===== config.mk =====
export PLATFORM = sky130hd
export DESIGN_NAME = pp_ep_buf_mgr
export DESIGN_NICKNAME = d
export VERILOG_FILES = /design/src/rtl/pp_ep_pkg.sv /design/src/rtl/pp_ring_ptr.sv /design/src/rtl/pp_slot_bank.sv /design/src/rtl/pp_irq_latch.sv /design/src/rtl/pp_ep_buf_mgr.sv
export SDC_FILE = /design/constraint.sdc
export NUM_CORES = 1
export LEC_CHECK = 0
export ABC_CLOCK_PERIOD_IN_PS = 2100
export BUFFER_PORTS_ARGS = -buffer_cell sky130_fd_sc_hd__buf_4
export CAP_MARGIN = 20
export CORE_AREA = 4 4 47 49
export CTS_CLUSTER_DIAMETER = 120
export DETAILED_ROUTE_END_ITERATION = 10
export DIE_AREA = 0 0 51 53
export GPL_TIMING_DRIVEN = 0
export PLACE_DENSITY = 0.81
export SYNTH_ARGS = -nofsm -noshare
export SYNTH_HDL_FRONTEND = slang
export SYNTH_SLANG_ARGS = --single-unit

===== constraint.sdc =====
create_clock -name clk -period 2.1 [get_ports clk]
set_clock_uncertainty 0.05 [all_clocks]
set_input_delay 0.105 -clock clk [delete_from_list [all_inputs] [get_ports clk]]
set_output_delay 0.105 -clock clk [all_outputs]
set_load 0.03 [all_outputs]

===== src/rtl/pp_ep_pkg.sv =====
package pp_ep_pkg;
   // successor of a slot index on a ring of n slots
   function automatic int unsigned ring_next(input int unsigned idx, input int unsigned n);
      return (idx + 1 >= n) ? 0 : idx + 1;
   endfunction
endpackage


===== src/rtl/pp_ring_ptr.sv =====
module pp_ring_ptr #(
   parameter int NBUF  = 2,
   parameter int IDX_W = (NBUF > 1) ? $clog2(NBUF) : 1
) (
   input  logic             clk,
   input  logic             rst_n,
   input  logic             adv,
   output logic [IDX_W-1:0] idx
);
   import pp_ep_pkg::*;

   if (NBUF < 2) begin : g_bad_nbuf
      $error("pp_ring_ptr: NBUF must be at least 2");
   end

   always_ff @(posedge clk or negedge rst_n) begin
      if (!rst_n)   idx <= '0;
      else if (adv) idx <= IDX_W'(ring_next(int'(idx), NBUF));
   end

   AST_IDX_IN_RANGE: assert property (@(posedge clk) disable iff (!rst_n)
      int'(idx) < NBUF);
endmodule


===== src/rtl/pp_slot_bank.sv =====
module pp_slot_bank #(
   parameter int NBUF  = 2,
   parameter int LEN_W = 7,
   parameter int IDX_W = (NBUF > 1) ? $clog2(NBUF) : 1
) (
   input  logic                       clk,
   input  logic                       rst_n,
   input  logic                       wr_en,
   input  logic [IDX_W-1:0]           wr_idx,
   input  logic [LEN_W-1:0]           wr_len,
   input  logic                       free_en,
   input  logic [IDX_W-1:0]           free_idx,
   output logic [NBUF-1:0]            full,
   output logic [NBUF-1:0][LEN_W-1:0] lens
);
   if (LEN_W < 1) begin : g_bad_len
      $error("pp_slot_bank: LEN_W must be positive");
   end

   for (genvar s = 0; s < NBUF; s++) begin : g_slot
      logic hit_wr, hit_free;
      assign hit_wr   = wr_en   && (int'(wr_idx)   == s);
      assign hit_free = free_en && (int'(free_idx) == s);

      always_ff @(posedge clk or negedge rst_n) begin
         if (!rst_n) begin
            full[s] <= 1'b0;
            lens[s] <= '0;
         end else begin
            if (hit_wr) begin
               full[s] <= 1'b1;
               lens[s] <= wr_len;
            end else if (hit_free) begin
               full[s] <= 1'b0;
            end
         end
      end

      // writer only targets an empty slot; consumer only frees an occupied one
      AST_NO_OVERWRITE: assert property (@(posedge clk) disable iff (!rst_n)
         hit_wr |-> !full[s]);
      AST_FREE_OCCUPIED: assert property (@(posedge clk) disable iff (!rst_n)
         hit_free |-> full[s]);
   end
endmodule


===== src/rtl/pp_irq_latch.sv =====
module pp_irq_latch (
   input  logic clk,
   input  logic rst_n,
   input  logic set,
   input  logic clr,
   output logic pend
);
   always_ff @(posedge clk or negedge rst_n) begin
      if (!rst_n)    pend <= 1'b0;
      else if (set)  pend <= 1'b1;
      else if (clr)  pend <= 1'b0;
   end

   AST_IRQ_SET_WINS: assert property (@(posedge clk) disable iff (!rst_n)
      set |=> pend);
   AST_IRQ_HOLDS: assert property (@(posedge clk) disable iff (!rst_n)
      (pend && !clr) |=> pend);
endmodule


===== src/rtl/pp_ep_buf_mgr.sv =====
module pp_ep_buf_mgr #(
   parameter int NBUF  = 2,
   parameter int LEN_W = 7,
   localparam int IDX_W = (NBUF > 1) ? $clog2(NBUF) : 1
) (
   input  logic             clk,
   input  logic             rst_n,
   input  logic             pkt_valid,
   input  logic [LEN_W-1:0] pkt_len,
   output logic             pkt_ack,
   output logic             pkt_nak,
   output logic [IDX_W-1:0] pkt_slot,
   input  logic             clr_cmd,
   input  logic             irq_clr,
   output logic [IDX_W-1:0] act_sel,
   output logic             act_full,
   output logic [LEN_W-1:0] act_len,
   output logic [NBUF-1:0]  full_flags,
   output logic             irq,
   output logic             clr_err
);
   logic [NBUF-1:0][LEN_W-1:0] lens;
   logic accept, release_ok;

   assign accept     = pkt_valid && !full_flags[pkt_slot];
   assign pkt_ack    = accept;
   assign pkt_nak    = pkt_valid && full_flags[pkt_slot];
   assign act_full   = full_flags[act_sel];
   assign act_len    = lens[act_sel];
   assign release_ok = clr_cmd && act_full;

   pp_ring_ptr #(.NBUF(NBUF), .IDX_W(IDX_W)) u_wr_ptr (
      .clk(clk), .rst_n(rst_n), .adv(accept), .idx(pkt_slot));

   pp_ring_ptr #(.NBUF(NBUF), .IDX_W(IDX_W)) u_rd_ptr (
      .clk(clk), .rst_n(rst_n), .adv(release_ok), .idx(act_sel));

   pp_slot_bank #(.NBUF(NBUF), .LEN_W(LEN_W), .IDX_W(IDX_W)) u_bank (
      .clk(clk), .rst_n(rst_n),
      .wr_en(accept), .wr_idx(pkt_slot), .wr_len(pkt_len),
      .free_en(release_ok), .free_idx(act_sel),
      .full(full_flags), .lens(lens));

   pp_irq_latch u_irq (
      .clk(clk), .rst_n(rst_n), .set(accept), .clr(irq_clr), .pend(irq));

   always_ff @(posedge clk or negedge rst_n) begin
      if (!rst_n) clr_err <= 1'b0;
      else        clr_err <= clr_cmd && !act_full;
   end

   AST_ACK_NAK_EXCL: assert property (@(posedge clk) disable iff (!rst_n)
      $onehot0({pkt_ack, pkt_nak}));
   AST_ANSWER_GIVEN: assert property (@(posedge clk) disable iff (!rst_n)
      pkt_valid |-> (pkt_ack || pkt_nak));
   AST_NAK_ALL_FULL: assert property (@(posedge clk) disable iff (!rst_n)
      (pkt_valid && (&full_flags)) |-> pkt_nak);
   AST_NAK_NO_CHANGE: assert property (@(posedge clk) disable iff (!rst_n)
      (pkt_nak && !clr_cmd) |=> $stable(full_flags));
   AST_WR_ADVANCES: assert property (@(posedge clk) disable iff (!rst_n)
      pkt_ack |=> (pkt_slot != $past(pkt_slot)));
   AST_ACCEPT_FILLS: assert property (@(posedge clk) disable iff (!rst_n)
      pkt_ack |=> (irq && full_flags[$past(pkt_slot)]));
   AST_ACT_STABLE: assert property (@(posedge clk) disable iff (!rst_n)
      !clr_cmd |=> $stable(act_sel));
   AST_CLR_EMPTY_ERR: assert property (@(posedge clk) disable iff (!rst_n)
      (clr_cmd && !act_full) |=> (clr_err && $stable(full_flags)));
   AST_ERR_ONLY_ON_BAD_CLR: assert property (@(posedge clk) disable iff (!rst_n)
      !(clr_cmd && !act_full) |=> !clr_err);
endmodule


# Word-level counts from Yosys, hierarchy flattened
# Index checks and enable logic that the tools add are counted.
word_totals:
  reg_bits: 20
  word_cells: 43
classes:
  add_sub_neg: 2
  order_cmp: 4
  mux: 14
  n_bitwise: 2
  reduce_logical: 13
ops:
  columns: ["operator", "n"]
  rows:
  - ["7-bit 2-to-1 mux", 2]
  - ["1-bit 2-to-1 mux", 12]
  - ["1-bit logical AND", 8]
  - ["2-bit nonzero test", 3]
  - ["1-bit by 1-bit adder with 2-bit output (second input constant)", 2]
  - ["2-bit >= comparator (second input constant)", 2]
  - ["1-bit by 2-bit < comparator with 1-bit output (second input constant)", 2]
  - ["1-bit zero test", 2]
  - ["1-bit NOT", 2]

# Depth between registers and ports, before layout
# Gate-level depths: netlist (run 1).
depth:
  ltp_word: 6
  depth_mapped: 3
  ltp_nobuf: 2

# Hierarchy
# From an unflattened synthesis (run 1), not the netlist that was laid out.
unflattened:
  hier_cells: 61
  hier_area_um2: 904.6
by_module_without_submodules:
  columns: ["module", "n_inst", "cells_each", "area_each_um2"]
  rows:
  - ["pp_slot_bank", 1, 38, 636.9]
  - ["pp_ep_buf_mgr", 1, 16, 163.9]
  - ["pp_ring_ptr", 2, 2, 33.8]
  - ["pp_irq_latch", 1, 3, 36.3]

# Worst setup path before layout (run 1)
# Ideal clock, no wire load.
synth_timing:
  kind: "register -> register"
  from: "register u_wr_ptr.idx"
  to: "register u_bank.lens[0] in the netlist's numbering"
  setup_time_ns: 0.125
  t_arrival_ns: 1.387
  path_slack_ns: 0.538
  path_stages_with_launch: 4
  n_path_buf: 1
  synth_period_minus_slack_ns: 1.562
  path_cell_list: "dfrtp_1 > clkbuf_2 > nor3b_4 > mux2_2"
synth_via:
  elab_chain_len: 5
synth_lines:
  columns: ["element", "line_no", "source"]
  rows:
  - ["start: declaration", "pp_ring_ptr.sv:8", "output logic [IDX_W-1:0] idx"]
  - ["start signal: assignment", "pp_ring_ptr.sv:18", "else if (adv) idx <= IDX_W'(ring_next(int'(idx), NBUF));"]
  - ["1-bit 2-to-1 mux (not written as such) (2 in a row)", "pp_ep_buf_mgr.sv:25", "assign accept = pkt_valid && !full_flags[pkt_slot];"]
  - ["1-bit zero test", "pp_ep_buf_mgr.sv:25", null]
  - ["1-bit logical AND", "pp_ep_buf_mgr.sv:25", null]
  - ["1-bit logical AND (*)", "pp_slot_bank.sv:22", "assign hit_wr = wr_en && (int'(wr_idx) == s);"]
  - ["end signal: indexed assignment", "pp_slot_bank.sv:32", "lens[s] <= wr_len;"]
  - ["end: declaration", "pp_slot_bank.sv:14", "output logic [NBUF-1:0][LEN_W-1:0] lens"]
# Mark *: on every way between the ends. The rest lies on a longest branch, timed or not. The select of a mux whose other input is x is not followed.
# A chain may end at the register's enable or synchronous reset.

# Worst setup path in the final report (run 1)
layout_timing:
  from: "register u_rd_ptr.idx"
  to: "output port act_len[2]"
layout_via:
  elab_chain_len: 2
layout_lines:
  columns: ["element", "line_no", "source"]
  rows:
  - ["start: declaration", "pp_ring_ptr.sv:8", null]
  - ["start signal: assignment", "pp_ring_ptr.sv:18", null]
  - ["7-bit 2-to-1 mux (not written as such) (2 in a row)", "pp_ep_buf_mgr.sv:29", "assign act_len = lens[act_sel];"]
  - ["end: declaration", "pp_ep_buf_mgr.sv:17", "output logic [LEN_W-1:0] act_len,"]
# Every way passes these cells. The select of a mux whose other input is x is not followed.

==> results.json, run 1 <==
{
  "outcome": "finished clean",
  "worstSetupStartpointType": "flip-flop",
  "endpoint_kind": "primary output",
  "core_mm2": 0.001862,
  "grt_max_degree": 21,
  "relSlewSlack": 0.6886,
  "cts_sinks": 20,
  "drv_cap": 0,
  "fin_tns_setup_ns": 0,
  "arrival_ns": 1.51,
  "setup_viol": 0,
  "rows": 16,
  "post_cts_buffers": 0,
  "cp.required_ns": 1.95,
  "cp_slowest_cell": "dfrtp_1",
  "yosysWarnings": 0,
  "synthCells": 61,
  "design_area_mm2": 0.001244,
  "crit_family": "buffers and inverters",
  "vias": 621,
  "peakVddDrop_mv": 0.9683,
  "grtUsageMet3": 0.04507,
  "min_path_type": "primary input to flip-flop",
  "fin_crit_sh": 0.7931,
  "via_per_inst": 4.852,
  "cts_made_buffers": 3,
  "grt_usage": 0.1480,
  "drv_slew": 0,
  "cts_tree": "built",
  "met1_usage": 0.1781,
  "ys_types": 17,
  "grt_pass1_wl_um": 2877,
  "layout-drive-gt1-share": 0.5644,
  "io_pins": 28,
  "worstMarginPinSlew_ns": 0.4665,
  "htree_levels": 1,
  "nFillCells": 150,
  "leakage_nw": 0.5869,
  "setup_slack_ns": 0.4344,
  "met2_usage": 0.2425,
  "drt-initial-drc-count": 0,
  "cp_cell_sequence": "buf_2, mux2_2, buf_4",
  "ys_seq_elements": 20,
  "die_h_um": 53,
  "grt_pass1_vias": 656,
  "syn-cell-area_um2": 880.8,
  "n_antenna_cell": 0,
  "gp_congestion": 0.7279,
  "dieArea_mm2": 0.002703,
  "ff2ff_setup_slack_ns": 0.54,
  "cts_root_buf": "clkbuf_4",
  "grt_overflow_total": 0,
  "holdBufCountCts": 9,
  "synthesis.nets": 73,
  "fp.dieW_um": 51,
  "drt_wl_total_um": 1691,
  "cts.clk_slew.worst_paths_ns": 0.10,
  "clkLatencyLatePin_ns": 0.30,
  "rsz0062_at_grt": "no",
  "path_buf_inv": 2,
  "postRouteAntennaNets": 0,
  "hold_viol_final": 0,
  "powerDensity_mw_per_mm2": 1713,
  "busiest_layer": "met2",
  "start_util": 0.4731,
  "cts.repair.resized": 0,
  "fin_cells": 128,
  "dpl-instance-area_mm2": 0.001117,
  "period_minus_slack_ns": 1.666,
  "dr.pass1.iters": 1,
  "place_ws_ns": 0.5315,
  "crit_path_max_incr_delay_ns": 0.41,
  "portBuffers": 27,
  "fmax_mhz": 600.4,
  "routedWlPerCell_um": 13.21,
  "postSynthAreaPerCell_um2": 14.44,
  "crit_fanout": 10,
  "yosysSeqAreaShare": 0.5682,
  "antenna_found_initial": 0,
  "syn2layout_area_growth_pct": 41.19,
  "worst-setup-path-type": "flip-flop to primary output",
  "drc": 0,
  "clockBufferDepth": 2,
  "nNetsFinal": 114,
  "dp_cells": 115
}
-- registers in the layout, summed over array words and instances, names as in the netlist --
signal and count:
clr_err 1, u_bank.full 2, u_bank.lens 14, u_irq.pend 1
u_rd_ptr.idx 1, u_wr_ptr.idx 1
-- report_power, final --
group | switching [mW] | internal (mW) | total (mW) | leakage, nW
combinational | 0.654 | 0.564 | 1.22 | 0.329
clock | 0.113 | 0.106 | 0.219 | 0.0210
sequential | 0.118 | 0.575 | 0.693 | 0.237
total | 0.885 | 1.25 | 2.13 | 0.587
-- worst paths after layout --
check,from,end,depth (start not counted)
setup / recovery,u_rd_ptr.idx$_DFFE_PN0N_,act_len[2],3
hold / removal,pkt_valid,u_irq.pend$_DFFE_PN0P_,2
setup reg to reg,u_wr_ptr.idx$_DFFE_PN0P_,u_bank.lens[6]$_DFFE_PN0P_,3
hold reg to reg,u_bank.lens[12]$_DFFE_PN0P_,u_bank.lens[12]$_DFFE_PN0P_,1
max in group asynchronous,rst_n,u_bank.lens[9]$_DFFE_PN0P_,2
min in group asynchronous,rst_n,clr_err$_DFF_PN0_,2
-- logic make-up (layout without fill, tap and decap cells) --
logic type,after synthesis,count (layout),share of synthesized area
mux,23,23,0.2926
flops,20,20,0.5682
compound gates,7,7,0.05256
simple gates,7,7,0.06677
buf+inv,4,44,0.01988
-- routing by layer --
metal / up-vias / wire (um)
met4: 0 / 25
met3: 3 / 135
met5: - / 0
met1: 298 / 744
li1: 295 / -
met2: 25 / 786
-- cell usage after synthesis, drive strengths merged --
library cell | count | area share
and2 | 1 | 0.0071
buf | 1 | 0.0057
a31oi | 2 | 0.014
nor2 | 1 | 0.0043
clkbuf | 1 | 0.0057
a21o | 1 | 0.0085
nor3b | 1 | 0.021
mux2 | 22 | 0.28
mux2i | 1 | 0.011
nand2b | 1 | 0.0071
nor2b | 2 | 0.014
inv | 2 | 0.0085
dfrtp | 20 | 0.57
a22o | 1 | 0.0099
nand3b | 1 | 0.013
a21oi | 2 | 0.011
o21a | 1 | 0.0085
-- metrics by stage --
stage                     power, mW    util  hold slack, ns
after floorplan               1.515       -         -0.2406
after global placement        1.882  0.6001        -0.05662
after detailed placement      1.916  0.6001        -0.05648
after CTS                     2.150  0.6680         0.02615
after global routing          2.269  0.6680         0.03467
final                         2.130  0.6680         0.02987
-- cells in the final DEF, fill, tap and decap left out --
cell,Yosys,routed
a31oi_1,2,2
nand2b_1,1,1
nor3b_4,1,1
mux2i_1,1,1
a21oi_1,2,2
nand3b_2,1,1
mux2_2,22,22
a21o_1,1,1
dfrtp_1,20,20
buf_2,1,1
nor2_1,1,1
inv_1,2,2
clkbuf_8,0,1
clkbuf_4,0,3
buf_4,0,27
a22o_1,1,1
and2_1,1,1
o21a_1,1,1
dlygate4sd3_1,0,9
clkbuf_2,1,1
nor2b_1,2,2
-- cell type report --
class,instances,area (um2),share of cell area
Clock buffer,4,36.28,0.02918
Inverter,2,7.507,0.006036
Sequential cell,20,500.5,0.4024
Timing Repair Buffer,36,292.8,0.2354
Tap cell,27,33.78,0.02716
Multi-Input combinational cell,37,362.8,0.2918
Buffer,2,10.01,0.008048
-- worst register-to-register path: cells and delay by family (launching register included) --
kind,cells,cell delay [ns]
buf+inv,1,0.17
flops,1,0.39
simple gates,1,0.46
mux,1,0.40
No activity file was read; power rests on OpenSTA's default activity.
==> run 2: changes to the inputs <==
--- a/config.mk
+++ b/config.mk
@@ -5,15 +5,15 @@
 export SDC_FILE = /design/constraint.sdc
 export NUM_CORES = 1
 export LEC_CHECK = 0
-export ABC_CLOCK_PERIOD_IN_PS = 2100
+export ABC_CLOCK_PERIOD_IN_PS = 1500
 export BUFFER_PORTS_ARGS = -buffer_cell sky130_fd_sc_hd__buf_4
 export CAP_MARGIN = 20
-export CORE_AREA = 4 4 47 49
+export CORE_AREA = 4 4 58 47
 export CTS_CLUSTER_DIAMETER = 120
 export DETAILED_ROUTE_END_ITERATION = 10
-export DIE_AREA = 0 0 51 53
+export DIE_AREA = 0 0 62 51
 export GPL_TIMING_DRIVEN = 0
-export PLACE_DENSITY = 0.81
+export PLACE_DENSITY = 0.73
 export SYNTH_ARGS = -nofsm -noshare
 export SYNTH_HDL_FRONTEND = slang
 export SYNTH_SLANG_ARGS = --single-unit
==> constraint.sdc (replaced) <==
create_clock -name clk -period 1.5 [get_ports clk]
set_clock_uncertainty 0.05 [all_clocks]
set_input_delay 0.075 -clock clk [delete_from_list [all_inputs] [get_ports clk]]
set_output_delay 0.075 -clock clk [all_outputs]
set_load 0.03 [all_outputs]
==> run 2 against run 1 <==
First-iteration DRC count up 2. Count of clock-buffer cells in the layout unchanged. Register-to-register slack worse by 0.46 ns. Core utilization down 6.0 points. Global-route usage down 1.4 points. Clock power up 21%. Sequential share of layout area down 2.7 points. Hold slack worse by 0.014 ns. Sequential power up 46%. Cell area up 7.3%. Cell count up 1.6%.
==> results.json, run 2 (synthesis results as in run 1) <==
{
  "worst-setup-path-type": "flip-flop to primary output",
  "core_mm2": 0.002196,
  "power_frac_comb": 0.608,
  "crit_fanout": 8,
  "crit_path_max_incr_delay_ns": 0.39,
  "dpl-instance-area_mm2": 0.001125,
  "layout-drive-gt1-share": 0.5905,
  "drt_wl_total_um": 1881,
  "setup_slack_ns": 0.03494,
  "top_regs": "u_bank.lens (14), u_bank.full (2)",
  "portBuffers": 27,
  "cp_cell_sequence": "buf_6, mux2_2, buf_6",
  "cts_made_buffers": 3,
  "powerDensity_mw_per_mm2": 2433,
  "hold_viol_final": 0,
  "clkLatencyLatePin_ns": 0.30,
  "endpoint_kind": "primary output",
  "dieArea_mm2": 0.003162,
  "vias": 647,
  "fin_crit_sh": 0.9767,
  "fmax_mhz": 682.6,
  "grt_usage": 0.1335,
  "seq_power_share": 0.310,
  "worstMarginPinSlew_ns": 0.3297,
  "drc": 0,
  "rsz0062_at_grt": "yes",
  "outcome": "finished clean",
  "gp_congestion": 0.6515,
  "postRouteAntennaNets": 0,
  "worstHoldStart": "irq_clr",
  "clockBufferDepth": 2,
  "place_ws_ns": -0.03027,
  "crit_family": "flip-flops",
  "r2r_cells": 3,
  "rows": 15,
  "rr_endpoint": "u_bank.lens[6]$_DFFE_PN0P_",
  "arrival_ns": 1.34,
  "ff2ff_setup_slack_ns": 0.08,
  "hold_slack_ns": 0.01622,
  "clkPwrFrac": 0.082,
  "setup_viol": 0,
  "switching_share": 0.4075,
  "htree_levels": 1,
  "antenna_found_initial": 0,
  "internal-power_mw": 1.925,
  "dp_hpwl_um": 1238,
  "cts_tree": "built",
  "grt_overflow_total": 0,
  "io_pins": 28,
  "cts_sinks": 20,
  "period_minus_slack_ns": 1.465,
  "cp.required_ns": 1.37,
  "nNetsFinal": 118,
  "largest_reg_flops": 14,
  "n_antenna_cell": 0,
  "relSlewSlack": 0.7802,
  "hold_depth": 3,
  "path_buf_inv": 2,
  "switchingPower_mw": 1.323,
  "mostFrequentLayoutCells": "buf_4 (22), mux2_2 (21), dfrtp_1 (19), dlygate4sd3_1 (10), buf_6 (9)",
  "reg2reg_from": "u_bank.full[0]$_DFFE_PN0P_",
  "drv_slew": 0,
  "fp.dieW_um": 62,
  "min_path_type": "primary input to flip-flop",
  "peakVddDrop_mv": 1.789,
  "start_util": 0.4011,
  "design_area_mm2": 0.001335,
  "drv_cap": 0,
  "top_register": "u_bank.lens",
  "cts.clk_slew.worst_paths_ns": 0.12,
  "cts_root_buf": "clkbuf_4",
  "holdPathEnd": "u_irq.pend$_DFFE_PN0P_",
  "via_per_inst": 4.977,
  "die_h_um": 51,
  "final_common_cell": "buf_4",
  "cp_slowest_cell": "dfrtp_1",
  "drt-initial-drc-count": 2,
  "cp_common_cell": "buf_6",
  "routedWlPerCell_um": 14.47,
  "worstSetupStartpointType": "flip-flop",
  "grt_pass1_wl_um": 3084,
  "dr.pass1.iters": 4,
  "grt_pass1_vias": 699,
  "grt_max_degree": 21,
  "leakage_nw": 0.6186,
  "syn2layout_area_growth_pct": 51.56
}
## run 2: routing by layer
| layer | up-vias | global-route usage | wire length (um) |
|---|---|---|---|
| met3 | 0 | 0.05556 | 180 |
| li1 | 303 | - | - |
| met2 | 26 | 0.2414 | 910 |
| met1 | 318 | 0.1440 | 790 |
| met5 | - | 0 | 0 |
| met4 | 0 | 0.02120 | 0 |
## run 2: what timing repair did
item / in CTS / in global routing
gates resized for setup: 6 / 8
hold buffers: 10 / 0
setup buffers: 3 / 1
pin swaps: 1 / 0
setup endpoints to repair: 15 / 9
hold endpoints to repair: 38 / 0
## run 2: how the worst max path moves through the flow
stage	start	endpoint	slack, ns	cells after the start
floorplan	u_wr_ptr.idx$_DFFE_PN0P_	u_bank.lens[0]$_DFFE_PN0P_	0.008	3
global placement	u_wr_ptr.idx$_DFFE_PN0P_	u_bank.lens[0]$_DFFE_PN0P_	-0.03	3
detailed placement	u_wr_ptr.idx$_DFFE_PN0P_	u_bank.lens[6]$_DFFE_PN0P_	-0.03	3
CTS	u_rd_ptr.idx$_DFFE_PN0N_	act_len[0]	0.004	3
global route	u_rd_ptr.idx$_DFFE_PN0N_	act_full	-0.04	3
finish	u_rd_ptr.idx$_DFFE_PN0N_	act_len[0]	0.03	3
## run 2: tightest hold or removal path, cell delays in order
cell,delay [ns]
buf_4,0.11
inv_1,0.04
a22o_1,0.12
## run 2: area by class of cell
type                            count  area, um2
Fill cell                         189      860.8
Sequential cell                    20      501.7
Multi-Input combinational cell     37      381.6
Timing Repair Buffer               41      375.4
Tap cell                           25      31.28
Clock buffer                        4      26.28
Buffer                              1      11.26
Inverter                            2      7.507
## run 2: metrics by stage
stage,cells,TNS (ns),power (mW),util
floorplan,61,0,2.142,-
global placement,113,-0.1700,2.666,0.5123
detailed placement,113,-0.1474,2.707,0.5123
CTS,129,0,3.122,0.5909
global route,130,-0.2593,3.449,0.6080
finish,130,0,3.248,0.6080
## run 2: power by group through the flow
stage | Clock (mW) | Sequential [mW] | Combinational, mW
after CTS | 0.277 | 1.01 | 1.84
after global placement | 0 | 0.972 | 1.69
final | 0.265 | 1.01 | 1.98
after detailed placement | 0 | 0.988 | 1.72
after floorplan | 0 | 1.09 | 1.05
after global routing | 0.307 | 1.05 | 2.09
==> run 3: changes to the inputs <==
--- a/config.mk
+++ b/config.mk
@@ -12,8 +12,10 @@
 export CTS_CLUSTER_DIAMETER = 120
 export DETAILED_ROUTE_END_ITERATION = 10
 export DIE_AREA = 0 0 62 51
+export GPL_ROUTABILITY_DRIVEN = 0
 export GPL_TIMING_DRIVEN = 0
-export PLACE_DENSITY = 0.73
+export PLACE_DENSITY_LB_ADDON = 0.3
+export REMOVE_ABC_BUFFERS = 1
 export SYNTH_ARGS = -nofsm -noshare
 export SYNTH_HDL_FRONTEND = slang
 export SYNTH_SLANG_ARGS = --single-unit
==> run 3 against run 2 <==
Register-to-register slack better by 0.05 ns. Die area unchanged. Hold slack better by 0.016 ns. Wire length down 0.90%. Setup slack better by 0.032 ns.
==> results.json, run 3 (synthesis results as in run 1) <==
{
  "outcome": "finished clean",
  "dp_cells": 111,
  "mostFrequentLayoutCells": "buf_4 (27), mux2_2 (22), dfrtp_1 (17), dlygate4sd3_1 (10), buf_6 (4)",
  "largest_reg_flops": 14,
  "worst-setup-path-type": "flip-flop to primary output",
  "peakVddDrop_mv": 1.757,
  "worstSetupStartpointType": "flip-flop",
  "grt_overflow_total": 0,
  "cts_root_buf": "clkbuf_4",
  "dp_hpwl_um": 1167,
  "htree_levels": 1,
  "period_minus_slack_ns": 1.433,
  "cts_sinks": 20,
  "nNetsFinal": 118,
  "n_antenna_cell": 0,
  "seqCellArea_um2": 504.2,
  "fp.dieW_um": 62,
  "relSlewSlack": 0.8254,
  "worstMarginPinSlew_ns": 0.2619,
  "dr.pass1.iters": 4,
  "nFillCells": 190,
  "grt_pass1_wl_um": 3042,
  "cts_tree": "built",
  "top_regs": "u_bank.lens (14), u_bank.full (2)",
  "die_h_um": 51,
  "core_mm2": 0.002196,
  "fin_cells": 130,
  "drc": 0,
  "routedWlPerCell_um": 14.34,
  "crit_fanout": 5,
  "antenna_found_initial": 0,
  "final_common_cell": "buf_4",
  "postRouteAntennaNets": 0,
  "start_util": 0.4011,
  "fin_tns_setup_ns": 0,
  "dpl-instance-area_mm2": 0.001105,
  "clkLatencyLatePin_ns": 0.29,
  "drt-initial-drc-count": 39,
  "design_area_mm2": 0.001330,
  "hold_viol_final": 0,
  "drv_cap": 0,
  "setup_viol": 0,
  "drv_slew": 0,
  "syn2layout_area_growth_pct": 50.99,
  "rsz0062_at_grt": "no",
  "final_util": 0.6057,
  "clockBufferDepth": 2,
  "leakage_nw": 0.6158,
  "vias": 643,
  "min_path_type": "primary input to flip-flop",
  "powerDensity_mw_per_mm2": 2464,
  "cts_made_buffers": 3,
  "p_total_mw": 3.277,
  "grt_max_degree": 21,
  "io_pins": 28,
  "portBuffers": 27,
  "endpoint_kind": "primary output",
  "dieArea_mm2": 0.003162,
  "cp.required_ns": 1.37,
  "top_register": "u_bank.lens",
  "rows": 15,
  "drt_wl_total_um": 1864,
  "layout-drive-gt1-share": 0.6095,
  "grt_pass1_vias": 685,
  "arrival_ns": 1.31,
  "grt_usage": 0.1385,
  "via_per_inst": 4.946,
  "cts.clk_slew.worst_paths_ns": 0.11,
  "multi_input_area_um2": 366.6,
  "fin_crit_sh": 0.9557,
  "fmax_mhz": 697.6
}
-- run 3: cell count changes in the layout (fill, tap and decap cells not counted), sizes merged --
cell	before	now
bufinv	0	1
clkbuf	4	3
-- run 3: timing repair --
item | in CTS | in global routing
endpoints found under the hold margin | 38 | 0
resized for setup | 3 | 6
pin swaps | 1 | 0
setup endpoints to repair | 16 | 7
setup buffers | 4 | 1
hold buffers | 10 | 0
-- run 3: final timing paths --
check,startpoint,end,slack [ns],cells past startpoint
setup reg to reg,u_bank.full[0]$_DFFE_PN0P_,u_bank.lens[1]$_DFFE_PN0P_,0.13,3
hold reg to reg,u_bank.lens[6]$_DFFE_PN0P_,u_bank.lens[6]$_DFFE_PN0P_,0.47,1
setup / recovery,u_rd_ptr.idx$_DFFE_PN0N_,act_len[0],0.07,3
max in group asynchronous,rst_n,u_bank.full[0]$_DFFE_PN0P_,1.03,2
hold / removal,irq_clr,u_irq.pend$_DFFE_PN0P_,0.03,3
min in group asynchronous,rst_n,u_bank.lens[3]$_DFFE_PN0P_,0.14,2
-- run 3: critical path, stage by stage (launching register included) --
cell,delay [ns]
dfrtp_2,0.39
buf_6,0.12
mux2_2,0.33
buf_4,0.17
-- run 3: power by group --
| part | switching, mW | leakage (nW) | internal (mW) |
|---|---|---|---|
| sequential | 0.180 | 0.234 | 0.812 |
| clock | 0.168 | 0.0279 | 0.270 |
| combinational | 0.933 | 0.354 | 0.914 |
| total | 1.28 | 0.616 | 2.00 |
-- run 3: metal layers --
metal  vias up  GRT usage  wire [um]
met5         -          0          0
li1        305          -          -
met3         2    0.05303        128
met4         0    0.04240         19
met2        22     0.2293        911
met1       314     0.1627        805
-- run 3: area by class of cell --
cell class,instances,area share
sequential,20,0.3791
timing repair buffer,42,0.2766
multi-input combinational,37,0.2756
tap,25,0.02352
clock inverter,1,0.02258
clock buffer,3,0.01693
inverter,2,0.005644
-- run 3: stage by stage --
stage,setup slack [ns],hold WS (ns)
2_1_floorplan,0.02293,-0.2706
3_3_place_gp,0.002131,-0.08272
3_5_place_dp,-0.01569,-0.07848
4_1_cts,0.005420,0.02062
5_1_grt,0.002776,0.02282
6_report,0.06651,0.03187
